<file path="config.mk">
export PLATFORM = sky130hd
export DESIGN_NAME = seg_phys_addr
export DESIGN_NICKNAME = d
export VERILOG_FILES = /design/src/rtl/seg_pkg.sv /design/src/rtl/seg_ctrl.sv /design/src/rtl/seg_datapath.sv /design/src/rtl/seg_phys_addr.sv
export SDC_FILE = /design/constraint.sdc
export NUM_CORES = 1
export LEC_CHECK = 0
export BUFFER_PORTS_ARGS = -buffer_cell sky130_fd_sc_hd__clkbuf_2
export CORE_ASPECT_RATIO = 0.9
export CORE_UTILIZATION = 25
export DETAILED_ROUTE_END_ITERATION = 6
export SLEW_MARGIN = 20
export SYNTH_ARGS = -nofsm -noshare
export SYNTH_HDL_FRONTEND = slang
export SYNTH_SLANG_ARGS = --single-unit
</file>
<file path="constraint.sdc">
create_clock -name clk -period 3.4 [get_ports clk]
set_clock_uncertainty 0.05 [all_clocks]
set_input_delay 0.34 -clock clk [delete_from_list [all_inputs] [get_ports clk]]
set_output_delay 0.34 -clock clk [all_outputs]
set_load 0.005 [all_outputs]
</file>
<file path="src/rtl/seg_pkg.sv">
package seg_pkg;

  typedef enum logic [1:0] {
    SEG_EXTRA = 2'd0,
    SEG_CODE  = 2'd1,
    SEG_STACK = 2'd2,
    SEG_DATA  = 2'd3
  } segSelT;

  typedef enum logic [2:0] {
    BASE_BX     = 3'd0,
    BASE_SI     = 3'd1,
    BASE_DI     = 3'd2,
    BASE_BP     = 3'd3,
    BASE_SP     = 3'd4,
    BASE_BH     = 3'd5,
    BASE_BL     = 3'd6,
    BASE_DIRECT = 3'd7
  } baseCodeT;

  localparam int NumSegs = 4;

  // strobes from control to datapath
  typedef struct packed {
    logic   load;
    logic   err;
    segSelT segSel;
  } ctrlStrobeT;

endpackage

</file>
<file path="src/rtl/seg_ctrl.sv">
module seg_ctrl
  import seg_pkg::*;
(
  input  logic       reqValid,
  input  logic [2:0] baseCode,
  input  logic       isFetch,
  input  logic       isStrDst,
  input  logic       ovrValid,
  input  logic [1:0] ovrSel,
  output ctrlStrobeT ctrl
);

  logic   illegalBase;
  segSelT defaultSeg;

  always_comb begin
    illegalBase = (baseCode == BASE_BH) || (baseCode == BASE_BL);
    case (baseCode)
      BASE_BP, BASE_SP: defaultSeg = SEG_STACK;
      default:          defaultSeg = SEG_DATA;
    endcase
  end

  always_comb begin
    ctrl.load   = 1'b0;
    ctrl.err    = 1'b0;
    ctrl.segSel = defaultSeg;
    if (isFetch) begin
      ctrl.segSel = SEG_CODE;
      ctrl.load   = reqValid;
    end else if (illegalBase) begin
      ctrl.err = reqValid;
    end else begin
      ctrl.load = reqValid;
      if (isStrDst)      ctrl.segSel = SEG_EXTRA;
      else if (ovrValid) ctrl.segSel = segSelT'(ovrSel);
    end
  end

  always_comb begin
    if (reqValid && isFetch) begin
      p_fetch_code_r3: assert (ctrl.segSel == SEG_CODE && ctrl.load && !ctrl.err);
    end
    if (reqValid && !isFetch && isStrDst && !illegalBase) begin
      p_strdst_extra_r4: assert (ctrl.segSel == SEG_EXTRA);
    end
    if (reqValid && !isFetch && illegalBase) begin
      p_bad_base_r8: assert (ctrl.err && !ctrl.load);
    end
  end

endmodule

</file>
<file path="src/rtl/seg_datapath.sv">
module seg_datapath
  import seg_pkg::*;
#(
  parameter int SegW  = 16,
  parameter int OffW  = 16,
  parameter int AddrW = 20
) (
  input  logic             clk,
  input  logic             rstN,
  input  logic             segWrEn,
  input  logic [1:0]       segWrSel,
  input  logic [SegW-1:0]  segWrData,
  input  logic [OffW-1:0]  offset,
  input  ctrlStrobeT       ctrl,
  output logic [AddrW-1:0] addrOut,
  output logic             addrValid,
  output logic             addrErr
);

  localparam int ShiftW = AddrW - SegW;

  logic [SegW-1:0]  segBank [NumSegs];
  logic [SegW-1:0]  segCur;
  logic [AddrW-1:0] physSum;

  for (genvar i = 0; i < NumSegs; i++) begin : g_seg
    always_ff @(posedge clk) begin
      if (!rstN)                              segBank[i] <= '0;
      else if (segWrEn && (int'(segWrSel) == i)) segBank[i] <= segWrData;
    end
  end

  always_comb begin
    segCur  = segBank[ctrl.segSel];
    physSum = AddrW'({segCur, {ShiftW{1'b0}}}) + AddrW'(offset);
  end

  always_ff @(posedge clk) begin
    if (!rstN) begin
      addrOut   <= '0;
      addrValid <= 1'b0;
      addrErr   <= 1'b0;
    end else begin
      addrValid <= ctrl.load;
      addrErr   <= ctrl.err;
      if (ctrl.load) addrOut <= physSum;
    end
  end

  p_sum_r1: assert property (@(posedge clk) disable iff (!rstN)
    addrValid |-> addrOut == $past(physSum));

  p_excl_r8: assert property (@(posedge clk) disable iff (!rstN)
    !(addrValid && addrErr));

  p_hold_r8: assert property (@(posedge clk) disable iff (!rstN)
    addrErr |-> $stable(addrOut));

  p_seg_write_r10: assert property (@(posedge clk) disable iff (!rstN)
    segWrEn |=> segBank[$past(segWrSel)] == $past(segWrData));

endmodule

</file>
<file path="src/rtl/seg_phys_addr.sv">
module seg_phys_addr
  import seg_pkg::*;
#(
  parameter int SegW  = 16,
  parameter int OffW  = 16,
  parameter int AddrW = 20
) (
  input  logic             clk,
  input  logic             rstN,
  input  logic             segWrEn,
  input  logic [1:0]       segWrSel,
  input  logic [SegW-1:0]  segWrData,
  input  logic             reqValid,
  input  logic [OffW-1:0]  offset,
  input  logic [2:0]       baseCode,
  input  logic             isFetch,
  input  logic             isStrDst,
  input  logic             ovrValid,
  input  logic [1:0]       ovrSel,
  output logic [AddrW-1:0] addrOut,
  output logic             addrValid,
  output logic             addrErr
);

  ctrlStrobeT ctrl;

  seg_ctrl u_ctrl (
    .reqValid (reqValid),
    .baseCode (baseCode),
    .isFetch  (isFetch),
    .isStrDst (isStrDst),
    .ovrValid (ovrValid),
    .ovrSel   (ovrSel),
    .ctrl     (ctrl)
  );

  seg_datapath #(.SegW(SegW), .OffW(OffW), .AddrW(AddrW)) u_dp (
    .clk       (clk),
    .rstN      (rstN),
    .segWrEn   (segWrEn),
    .segWrSel  (segWrSel),
    .segWrData (segWrData),
    .offset    (offset),
    .ctrl      (ctrl),
    .addrOut   (addrOut),
    .addrValid (addrValid),
    .addrErr   (addrErr)
  );

endmodule

</file>
* Word-level counts from Yosys, hierarchy flattened
Memory sizes are Yosys's and may differ from the RTL's.
Index checks and enable logic that the tools add are counted.
** Word-level totals
- Register bits after elaboration :: 22
- Bits in writable memories :: 64
- Bits of input ports :: 46
- Output and inout port bits :: 22
- Logic and storage cells :: 50
- Memories kept :: 1
** Memories
- u_dp.segBank :: words 4, width 16, rd ports 1, clocked after memory_dff 0, write ports 4, line seg_datapath.sv:22 : logic [SegW-1:0] segBank [NumSegs];
** Cells by class
- Add/sub/neg operators :: 1
- Eq/ne operators :: 7
- Mux-type cells :: 24
- Bitwise logic cells :: 6
- Reduce and logical (&&, ||, !) cells :: 8
** Operators by type and width (number)
- $mux W16 :: 4
- $add A20 B16 Y20 :: 1
- $mux W1 :: 16
- $eq A3 B3 Y1 const B :: 3
- $mux W2 :: 4
- $eq A2 B2 Y1 const B :: 2
- $logic_and A1 B1 Y1 :: 4
- $or A1 B1 Y1 :: 4
- $eq A3 B2 Y1 const B :: 1
- $reduce_or A3 Y1 :: 1
- $eq A2 B1 Y1 const B :: 1
- $logic_not A2 Y1 :: 1
- $not A1 Y1 :: 2
- $reduce_or A2 Y1 :: 1
- $logic_or A1 B1 Y1 :: 1

* Logic depth before layout (Yosys ltp)
Gate-level depths: netlist of run 1.
An unclocked memory read counts as a cell.
- Depth after elaboration :: 9
- Depth in mapped cells :: 15
- Gate-level depth less buffers :: 13

* By module
Synthesis of run 1 repeated with hierarchy kept, for this count alone.
** Second synthesis, totals
- Cell total of the unflattened synthesis :: 347
- Area total of the unflattened synthesis :: 4264.1 µm²
** Modules (own cells, without submodules)
- seg_datapath :: instances 1, cells each 334, area an instance 4174.0 µm², sequential area each 2362.3 µm²
- seg_ctrl :: instances 1, cells each 13, area an instance 90.1 µm², sequential area each 0.0 µm²

* Worst setup path after synthesis of run 1
OpenSTA, ideal clock, no wires.
- Path type :: input-to-reg
- Start point :: in ovrSel[1]
- End point :: reg u_dp.addrOut[14]
- Library setup time :: 0.086 ns
- Arrival :: 3.490 ns
- Path slack :: -0.225 ns
- Stages on the path :: 15
- Path buffers :: 3
- Cell sequence :: nand2b_1 a22oi_2 buf_2 buf_2 buf_4 mux2i_1 a21oi_1 ha_1 fa_1 a211oi_1 nor2_1 o211ai_1 a21oi_1 xnor2_1 a211oi_1
** On the way
- Cells in the longest elaborated chain, start to end :: 6
** Ends and longest elaborated chain
- start, declared :: line seg_phys_addr.sv:19 : input logic [1:0] ovrSel,
- $mux W2 :: line seg_ctrl.sv:36 : else if (ovrValid) ctrl.segSel = segSelT'(ovrSel);
- $mux W2 :: line seg_ctrl.sv:35 : if (isStrDst) ctrl.segSel = SEG_EXTRA;
- $mux W2 :: line seg_ctrl.sv:31 : end else if (illegalBase) begin
- $mux W2 :: line seg_ctrl.sv:28 : if (isFetch) begin
- $mem_v2 Z4 W16
- $add A20 B16 Y20 :: line seg_datapath.sv:35 : physSum = AddrW'({segCur, {ShiftW{1'b0}}}) + AddrW'(offset);
- end signal, assigned :: line seg_datapath.sv:46 : if (ctrl.load) addrOut <= physSum;
- end, declared :: line seg_datapath.sv:15 : output logic [AddrW-1:0] addrOut,
No other way between the ends.
A chain may end at the register's enable or synchronous reset.

* Worst setup path after layout of run 1
- Start point :: in ovrValid
- End point :: reg u_dp.addrOut[18]
** On the way
- Cells in the longest elaborated chain, start to end :: 6
** Ends and longest elaborated chain
- start, declared :: line seg_phys_addr.sv:18 : input logic ovrValid,
- $mux W2 :: line seg_ctrl.sv:36
- $mux W2 :: line seg_ctrl.sv:35
- $mux W2 :: line seg_ctrl.sv:31
- $mux W2 :: line seg_ctrl.sv:28
- $mem_v2 Z4 W16
- $add A20 B16 Y20 :: line seg_datapath.sv:35
No other way between the ends.

==> impl_metrics.csv, run 1 <==
group,metric,value,unit
run_status,status,"complete, no violations",
layout,stdcell_count,714,
logic_synthesis,yosysSeqAreaShare,53.4,%
floorplan,ios,68,
logic_synthesis,syn_nets,468,
grt,grtUsageTotal,11.7,%
layout,final_layout_size_suffix_gt1_share,20.7,%
worst_hold_path,hold_class,"in2reg",
logic_synthesis,synth-seq-cells,86,
layout,fin_nets,534,
logic_synthesis,synth_warnings,0,
placement,placement.io_buffers,67,
power_and_ir_drop,power_density,531,nW/µm²
logic_synthesis,postSynthAreaPerCell,10.8,µm²
power_and_ir_drop,finalPower,2.85,mW
run,drv_cap,0,
grt,grt_pass1_wl,16100,µm
logic_synthesis,synth_edf_count,64,
placement,post-dp-hpwl,7460,µm
placement,post-place-cells,698,
cts,cts_resized,0,
floorplan,dieWidth,142,µm
grt,grt_max_degree,34,
floorplan,dieArea,18200,µm²
timing,period_share,92.4,%
floorplan,placeableCoreArea,17100,µm²
floorplan,fp.dieH,128,µm
logic_synthesis,syn-cell-area,4420,µm²
cts,postCtsSetupBuffers,0,
routing,wire_per_inst,14.1,µm
cts,cts_tree,"built",
logic_synthesis,synth_area_leader_cell,"edfxtp_1",
logic_synthesis,yosysMostFrequentCell,"and2_1",
setup_path,regToRegEndpoint,"u_dp.addrOut[14]",
grt,grt.overflow.total,0,
worst_hold_path,hold_end,"u_dp.addrOut[2]",
routing,drtAntennaViolNets,0,
setup_path,path_class,"in2reg",
setup_path,cp.required,3.62,ns
timing,worst_slew_pin_slew,1.07,ns
setup_path,reg2reg_slack,0.81,ns
timing,rsz0062_at_grt,"no",
routing,drt-total-wl,10100,µm
logic_synthesis,synth_area_leaders,"edfxtp_1 (43%), dfxtp_1 (10%), and2_1 (9.3%)",
routing,drtIter0Drc,111,
power_and_ir_drop,p_leak,2.13,nW
timing,final_max_slew_viol_count,0,
logic_synthesis,synthTopCellsByCount,"and2_1 (66), edfxtp_1 (64), a21oi_1 (35), nand2_1 (35), mux2i_1 (24)",
timing,hold_slack,0.172,ns
setup_path,critPathCaptureType,"register",
cts,cts_root_buf,"clkbuf_16",
worst_hold_path,min-delay-start,"offset[2]",
setup_path,crit_path_start_kind,"input pin",
cts,clk_latency,0.34,ns
setup_path,r2r-start,"u_dp.segBank[2][0]",
placement,place.gp.congestion,0.892,
routing,viasPerCell,4.38,
timing,min_period,3.14,ns
logic_synthesis,ys.flop_type,"edfxtp_1",
logic_synthesis,synthArstFlopShare,0,%
setup_path,reg2reg_depth,11,
cts,ctsHtreeMaxLevel,3,
cts,clk_pin_slew_worst_paths,0.06,ns
cts,numCtsBuffers,9,
floorplan,fp-row-count,45,
routing,vias,3128,
floorplan,start_util,25.9,%
timing,slew_headroom,28.2,%
timing,final_hold_viol_count,0,
timing,setup_viol,0,
grt,antenna_found_initial,2,
routing,dr.pass1.iters,4,
layout,diodes,0,
grt,grt_pass1_vias,3122,
timing,max_freq,0.318,GHz
worst_hold_path,worstHoldPathCells,3,
timing,finalSetupTns,0,ns
setup_path,crit_arrival,3.36,ns
routing,drc,0,
cts,clk_path_buf_depth,2,
power_and_ir_drop,max-vdd-ir-drop,0.000291,V
setup_path,cp_max_fo,14,
logic_synthesis,yosysUniqueCellTypes,47,
cts,cts_sinks,86,
logic_synthesis,synth_top_area_share,43.5,%
cts,hold_buffers,0,
logic_synthesis,syn_inst,408,
layout,syn2layout_area_growth,21.4,%
-- how the worst max path moves through the flow --
stage | start | to | slack, ns | depth (start not counted)
after floorplan | ovrSel[1] | u_dp.addrOut[14] | 0.03 | 15
after global placement | ovrValid | u_dp.addrOut[18] | 0.05 | 13
after detailed placement | ovrValid | u_dp.addrOut[18] | -0.07 | 13
after CTS | ovrValid | u_dp.addrOut[18] | 0.28 | 13
after global routing | ovrValid | u_dp.addrOut[17] | 0.09 | 14
final | ovrValid | u_dp.addrOut[18] | 0.26 | 13
-- where the power goes --
| group | internal [mW] | leakage, nW | switching [mW] |
|---|---|---|---|
| sequential | 1.22 | 0.811 | 0.0311 |
| clock | 0.647 | 0.150 | 0.429 |
| combinational | 0.223 | 1.17 | 0.301 |
| total | 2.09 | 2.13 | 0.761 |
-- registers in the layout (all words and copies together), names as in the netlist --
| signal | flops |
|---|---|
| u_dp.addrValid | 1 |
| u_dp.addrErr | 1 |
| u_dp.addrOut | 20 |
| u_dp.segBank | 64 |
-- metal layers --
metal / vias to the layer above / track usage [%] / wire length, µm / share of wire (%)
met5: - / 0 / 21 / 0.21
met4: 4 / 4.74 / 170 / 1.7
met3: 14 / 4.18 / 626 / 6.2
met2: 60 / 18.7 / 4610 / 46
met1: 1438 / 14.2 / 4660 / 46
li1: 1612 / - / - / -
-- per-stage QoR --
step / setup slack [ns] / util (%) / area, µm²
2_1_floorplan: 0.0264 / - / 4440
3_3_place_gp: 0.0543 / 29.6 / 5050
4_1_cts: 0.278 / 31.5 / 5370
6_report: 0.258 / 31.5 / 5370
3_5_place_dp: -0.0680 / 29.6 / 5050
5_1_grt: 0.0943 / 31.5 / 5370
-- worst max-delay path, stage by stage --
cell and delay, ns:
clkbuf_2 0.11, or3b_1 0.39, a311oi_2 0.32, or2b_4 0.28, buf_4 0.20, a21oi_1 0.12, ha_1 0.39, o21ai_0 0.11
a21oi_1 0.19, o211ai_1 0.15, a31o_2 0.25, or3_1 0.36, a31oi_1 0.15
-- cell families after synthesis --
family	count (synthesis)	synth area share [%]
and+or+nand+nor	156	19.0
AOI/OAI and AO/OA	91	13.0
DFF	86	53.4
muxes	26	5.94
buffers and inverters	25	2.46
adders and majority gates	14	4.13
xor gates and xnor gates	10	1.98
-- cell type report --
class                      count  area (µm²)
inverter                       7        26.3
multi-input combinational    297        1970
sequential                    86        2360
clock inverter                 7        96.3
clock buffer                   9         225
fill                        1712       11700
tap                          235         294
timing repair buffer          73         393
-- cell usage in the layout, fill, tap and decap left out, types with 2 or more instances in the layout --
| cell | n |
|---|---|
| nand2_1 | 35 |
| and2_1 | 66 |
| o21ai_2 | 4 |
| inv_6 | 2 |
| a31oi_1 | 3 |
| o211ai_1 | 5 |
| nand4_1 | 3 |
| nand3_1 | 9 |
| nor2_1 | 19 |
| edfxtp_1 | 64 |
| inv_1 | 7 |
| clkbuf_16 | 9 |
| o21ai_0 | 11 |
| a21oi_1 | 35 |
| mux2i_1 | 24 |
| dfxtp_1 | 22 |
| bufinv_16 | 2 |
| ha_1 | 13 |
| clkinvlp_4 | 2 |
| nor2b_1 | 13 |
| clkbuf_2 | 67 |
| xnor2_1 | 7 |
| o21bai_1 | 3 |
| buf_4 | 5 |
| a211oi_1 | 17 |
| nand2b_1 | 3 |
| xor2_1 | 3 |
No activity file was read; power rests on OpenSTA's default activity.
==> inputs of run 2 (changes only) <==
clock period = 3.8 ns   (was 3.4 ns; I/O delays follow)
==> run 2 against run 1 <==
Effect of this change:
- core utilization is 0.27 points lower
- critical path depth stayed put
- non-clock buffer count is 3 lower
- first-iteration DRC count is 22% higher
- critical path type unchanged
- largest cell class unchanged
- largest power group unchanged
- highest routed layer is now met4
==> impl_metrics.csv, run 2 (synthesis gave the netlist of run 1 again) <==
group,metric,value,unit
cts,cts_resized,0,
grt,grt_max_degree,36,
placement,place.gp.congestion,0.843,
setup_path,crit_cells,13,
setup_path,path_buf_inv,1,
run,drv_cap,0,
timing,post-route-worst-setup-slack,0.453,ns
cts,clk_path_buf_depth,2,
setup_path,cpPeakStageDelay,0.43,ns
floorplan,fp-row-count,45,
floorplan,ios,68,
layout,fin_nets,531,
cts,numCtsBuffers,9,
placement,post-place-cells,695,
timing,min_period,3.35,ns
power_and_ir_drop,max-vdd-ir-drop,0.000199,V
grt,grtUsageTotal,11.9,%
setup_path,crit_path_start_kind,"input pin",
routing,wire_per_inst,14.3,µm
cts,cts_root_buf,"clkbuf_16",
floorplan,placeableCoreArea,17100,µm²
routing,drc,0,
setup_path,critPathCaptureType,"register",
power_and_ir_drop,power_density,458,nW/µm²
timing,period_share,88.1,%
timing,setup_viol,0,
setup_path,cp.required,4.01,ns
layout,final_common_cell,"clkbuf_2",
floorplan,dieWidth,142,µm
layout,stdcell_count,712,
timing,worst_slew_pin_slew,1.01,ns
timing,final_max_slew_viol_count,0,
timing,finalSetupTns,0,ns
worst_hold_path,worstHoldPathCells,3,
setup_path,cp_max_fo,27,
worst_hold_path,hold_class,"in2reg",
setup_path,critical-path-slowest-cell,"fa_1",
setup_path,reg2reg_depth,11,
layout,final_layout_size_suffix_gt1_share,20.6,%
cts,clk_pin_slew_worst_paths,0.06,ns
layout,final_cell_area,5320,µm²
placement,post-dp-hpwl,7310,µm
run_status,status,"complete, no violations",
setup_path,path_class,"in2reg",
layout,post-route-util,31.2,%
grt,antenna_found_initial,0,
timing,hold_slack,0.215,ns
routing,drtAntennaViolNets,0,
setup_path,crit_arrival,3.56,ns
layout,syn2layout_area_growth,20.3,%
floorplan,dieArea,18200,µm²
timing,max_freq,0.299,GHz
layout,num-fill-cells,1727,
cts,clk_latency,0.34,ns
timing,final_hold_viol_count,0,
floorplan,start_util,25.9,%
setup_path,crit_chain,"clkbuf_2 > or3b_1 > a311oi_2 > or2b_4 > a21oi_1 > ha_1 > fa_1 > a211oi_1 > nor2_1 > o211ai_1 > a31o_2 > o21ai_0 > a31oi_1",
cts,cts_sinks,86,
timing,slew_headroom,32.3,%
cts,hold_buffers,0,
routing,drt-total-wl,10200,µm
routing,dr.pass1.iters,4,
routing,drtIter0Drc,135,
layout,final_cell_mix,"clkbuf_2 (67), and2_1 (66), edfxtp_1 (64)",
floorplan,fp.dieH,128,µm
timing,rsz0062_at_grt,"no",
layout,reg_top3,"u_dp.segBank (64), u_dp.addrOut (20)",
setup_path,critPathTopFamily,"compound AO/OA/AOI/OAI gates",
placement,place_ws,0.110,ns
cts,postCtsSetupBuffers,0,
layout,regMostFlops,"u_dp.segBank",
cts,cts_tree,"built",
grt,grt_pass1_wl,16400,µm
cts,ctsHtreeMaxLevel,3,
placement,placement.io_buffers,67,
routing,vias,3115,
power_and_ir_drop,p_leak,2.10,nW
power_and_ir_drop,finalPower,2.44,mW
grt,grt.overflow.total,0,
placement,placed_area,5020,µm²
layout,largest_register_ff_count,64,
grt,grt_pass1_vias,3123,
routing,viasPerCell,4.38,
run 2: report_power, final:
group,switching (mW),total (mW),leakage [nW],internal (mW)
logic,0.270,0.466,1.15,0.196
clock network,0.349,0.853,0.135,0.504
registers,0.0285,1.12,0.811,1.09
total,0.648,2.44,2.10,1.79
run 2: final timing paths:
path,from,end,slack [ns]
setup / recovery,ovrValid,u_dp.addrOut[18],0.45
hold / removal,offset[2],u_dp.addrOut[2],0.22
setup reg to reg,u_dp.segBank[2][0],u_dp.addrOut[18],1.10
hold reg to reg,u_dp.addrOut[2],u_dp.addrOut[2],0.40
run 2: per-layer routing:
metal  routed length [µm]  up-vias  GRT usage, %
li1                     -     1603             -
met1                 4970     1432          15.7
met2                 4330       71          18.0
met3                  738        9          4.52
met4                  120        0          3.80
met5                    0        -             0
run 2: worst register-to-register path: stages (launching register included):
cell and delay (ns):
edfxtp_1 0.35, nor2b_1 0.13, a211oi_1 0.18, a21oi_1 0.07, ha_1 0.23, fa_1 0.43
a211oi_1 0.31, nor2_1 0.14, o211ai_1 0.26, a31o_2 0.22, o21ai_0 0.10, a31oi_1 0.18
run 2: final cells by class:
cell class,count,area [µm²],area share (%)
tap,235,294,5.53
sequential,86,2360,44.4
inverter,7,26.3,0.494
timing repair buffer,70,370,6.96
multi-input combinational,297,1980,37.1
antenna,2,5.00,0.0941
clock buffer,9,225,4.23
clock inverter,6,62.6,1.18
==> inputs of run 3 (changes only) <==
REMOVE_ABC_BUFFERS = 1   (was default)
==> run 3 against run 2 <==
Effect of this change:
- first-iteration DRC count is 8.1% higher
- sequential cell count is the same
- worst hold slack about the same
- clock-buffer cell count did not move
- sequential power hardly changed
- via count shrank 0.19%
==> impl_metrics.csv, run 3 (synthesis gave the netlist of run 1 again) <==
group,metric,value,unit
grt,antenna_found_initial,2,
layout,final_layout_size_suffix_gt1_share,19.8,%
setup_path,cpPeakStageDelay,0.43,ns
floorplan,dieWidth,142,µm
setup_path,cp.required,4.00,ns
setup_path,critPathCaptureType,"register",
layout,num-fill-cells,1738,
layout,diodes,0,
setup_path,critical-path-slowest-cell,"fa_1",
grt,grt_pass1_wl,15700,µm
timing,rsz0062_at_grt,"no",
floorplan,dieArea,18200,µm²
layout,regArea,2360,µm²
layout,post-route-util,31.2,%
run,drv_cap,0,
layout,largest_register_ff_count,64,
cts,clk_latency,0.34,ns
routing,viasPerCell,4.39,
cts,ctsHtreeMaxLevel,3,
setup_path,crit_chain,"clkbuf_2 > or3b_1 > a311oi_2 > or2b_4 > a21oi_1 > ha_1 > fa_1 > a211oi_1 > nor2_1 > o211ai_1 > a21oi_1 > xnor2_1 > a211oi_1",
cts,cts_resized,0,
timing,hold_slack,0.216,ns
worst_hold_path,hold_class,"in2reg",
routing,drtAntennaViolNets,0,
setup_path,cp_max_fo,21,
timing,setup_viol,0,
routing,drt-total-wl,9980,µm
routing,dr.pass1.iters,4,
setup_path,startpoint,"ovrValid",
cts,postCtsSetupBuffers,0,
routing,wire_per_inst,14.1,µm
setup_path,path_class,"in2reg",
timing,period_share,86.4,%
timing,max_freq,0.304,GHz
timing,worst_slew_pin_slew,1.07,ns
power_and_ir_drop,max-vdd-ir-drop,0.000184,V
placement,place.gp.congestion,0.878,
cts,clk_pin_slew_worst_paths,0.06,ns
cts,clk_path_buf_depth,2,
timing,min_period,3.28,ns
timing,final_hold_viol_count,0,
placement,post-dp-hpwl,7190,µm
cts,numCtsBuffers,9,
layout,final_common_cell,"clkbuf_2",
layout,fin_nets,530,
grt,grt.overflow.total,0,
layout,reg_top3,"u_dp.segBank (64), u_dp.addrOut (20)",
power_and_ir_drop,power_density,470,nW/µm²
routing,drtIter0Drc,146,
layout,regMostFlops,"u_dp.segBank",
power_and_ir_drop,p_leak,2.11,nW
grt,grt_pass1_vias,3039,
layout,final_cell_mix,"clkbuf_2 (67), and2_1 (66), edfxtp_1 (64)",
timing,slew_headroom,28.7,%
floorplan,fp.dieH,128,µm
layout,syn2layout_area_growth,20.4,%
setup_path,crit_arrival,3.48,ns
worst_hold_path,min-delay-start,"offset[2]",
setup_path,crit_path_start_kind,"input pin",
cts,cts_root_buf,"clkbuf_16",
run_status,status,"complete, no violations",
routing,vias,3109,
cts,cts_tree,"built",
grt,grtUsageTotal,11.5,%
floorplan,placeableCoreArea,17100,µm²
routing,drc,0,
floorplan,ios,68,
placement,placement.io_buffers,67,
floorplan,start_util,25.9,%
layout,multiInputGateArea,1970,µm²
floorplan,fp-row-count,45,
cts,cts_sinks,86,
cts,hold_buffers,0,
grt,grt_max_degree,44,
setup_path,r2r-start,"u_dp.segBank[2][0]",
timing,final_max_slew_viol_count,0,
==> run 3: cell count changes in the layout (fill, tap and decap cells not counted), sizes merged <==
cell and change:
buf -1, clkinvlp -2, bufinv +1, diode -2, clkinv +1
==> run 3: layer usage <==
| layer | global-route usage (%) | vias to the layer above | wire [µm] |
|---|---|---|---|
| met5 | 0 | - | 17 |
| met4 | 3.10 | 2 | 136 |
| met3 | 5.04 | 12 | 611 |
| met2 | 18.7 | 66 | 4650 |
| met1 | 13.8 | 1428 | 4570 |
| li1 | - | 1601 | - |
==> run 3: area by class of cell <==
class	count	area share, %
clock inverters	6	1.62
clock buffers	9	4.23
repair buffers	69	6.81
multi-input cells	297	37.0
well taps	235	5.52
flip-flops and latches	86	44.4
inverters	7	0.493
==> run 3: path summary, 6_finish.rpt <==
kind | end | slack, ns | cells past startpoint
hold reg to reg | u_dp.addrOut[3] | 0.41 | 2
setup / recovery | u_dp.addrOut[14] | 0.52 | 13
setup reg to reg | u_dp.addrOut[14] | 1.14 | 11
hold / removal | u_dp.addrOut[2] | 0.22 | 3
==> run 3: metrics by stage <==
| step | setup TNS (ns) | cell area, µm² | std cells | setup WS, ns | total power [mW] |
|---|---|---|---|---|---|
| 6_report | 0 | 5330 | 709 | 0.516 | 2.51 |
| 5_1_grt | 0 | 5330 | 709 | 0.272 | 2.63 |
| 4_1_cts | 0 | 5320 | 709 | 0.552 | 2.53 |
| 3_5_place_dp | 0 | 5010 | 694 | 0.227 | 1.60 |
| 3_3_place_gp | 0 | 5010 | 694 | 0.276 | 1.59 |
| 2_1_floorplan | -0.799 | 4340 | 390 | -0.220 | 1.44 |
==> run 3: worst max-delay path, delay by kind of cell <==
kind / cells / cell delay, ns
compound gates: 6 / 1.34
simple gates: 3 / 0.86
fa+ha+maj: 2 / 0.65
xor+xnor: 1 / 0.14
buf+inv: 1 / 0.11
==> run 3: power by group <==
| group | leakage [nW] | internal, mW | total (mW) | switching, mW |
|---|---|---|---|---|
| Clock | 0.153 | 0.572 | 0.923 | 0.351 |
| Combinational | 1.15 | 0.195 | 0.465 | 0.270 |
| Sequential | 0.811 | 1.09 | 1.12 | 0.0275 |
| Total | 2.11 | 1.86 | 2.51 | 0.648 |
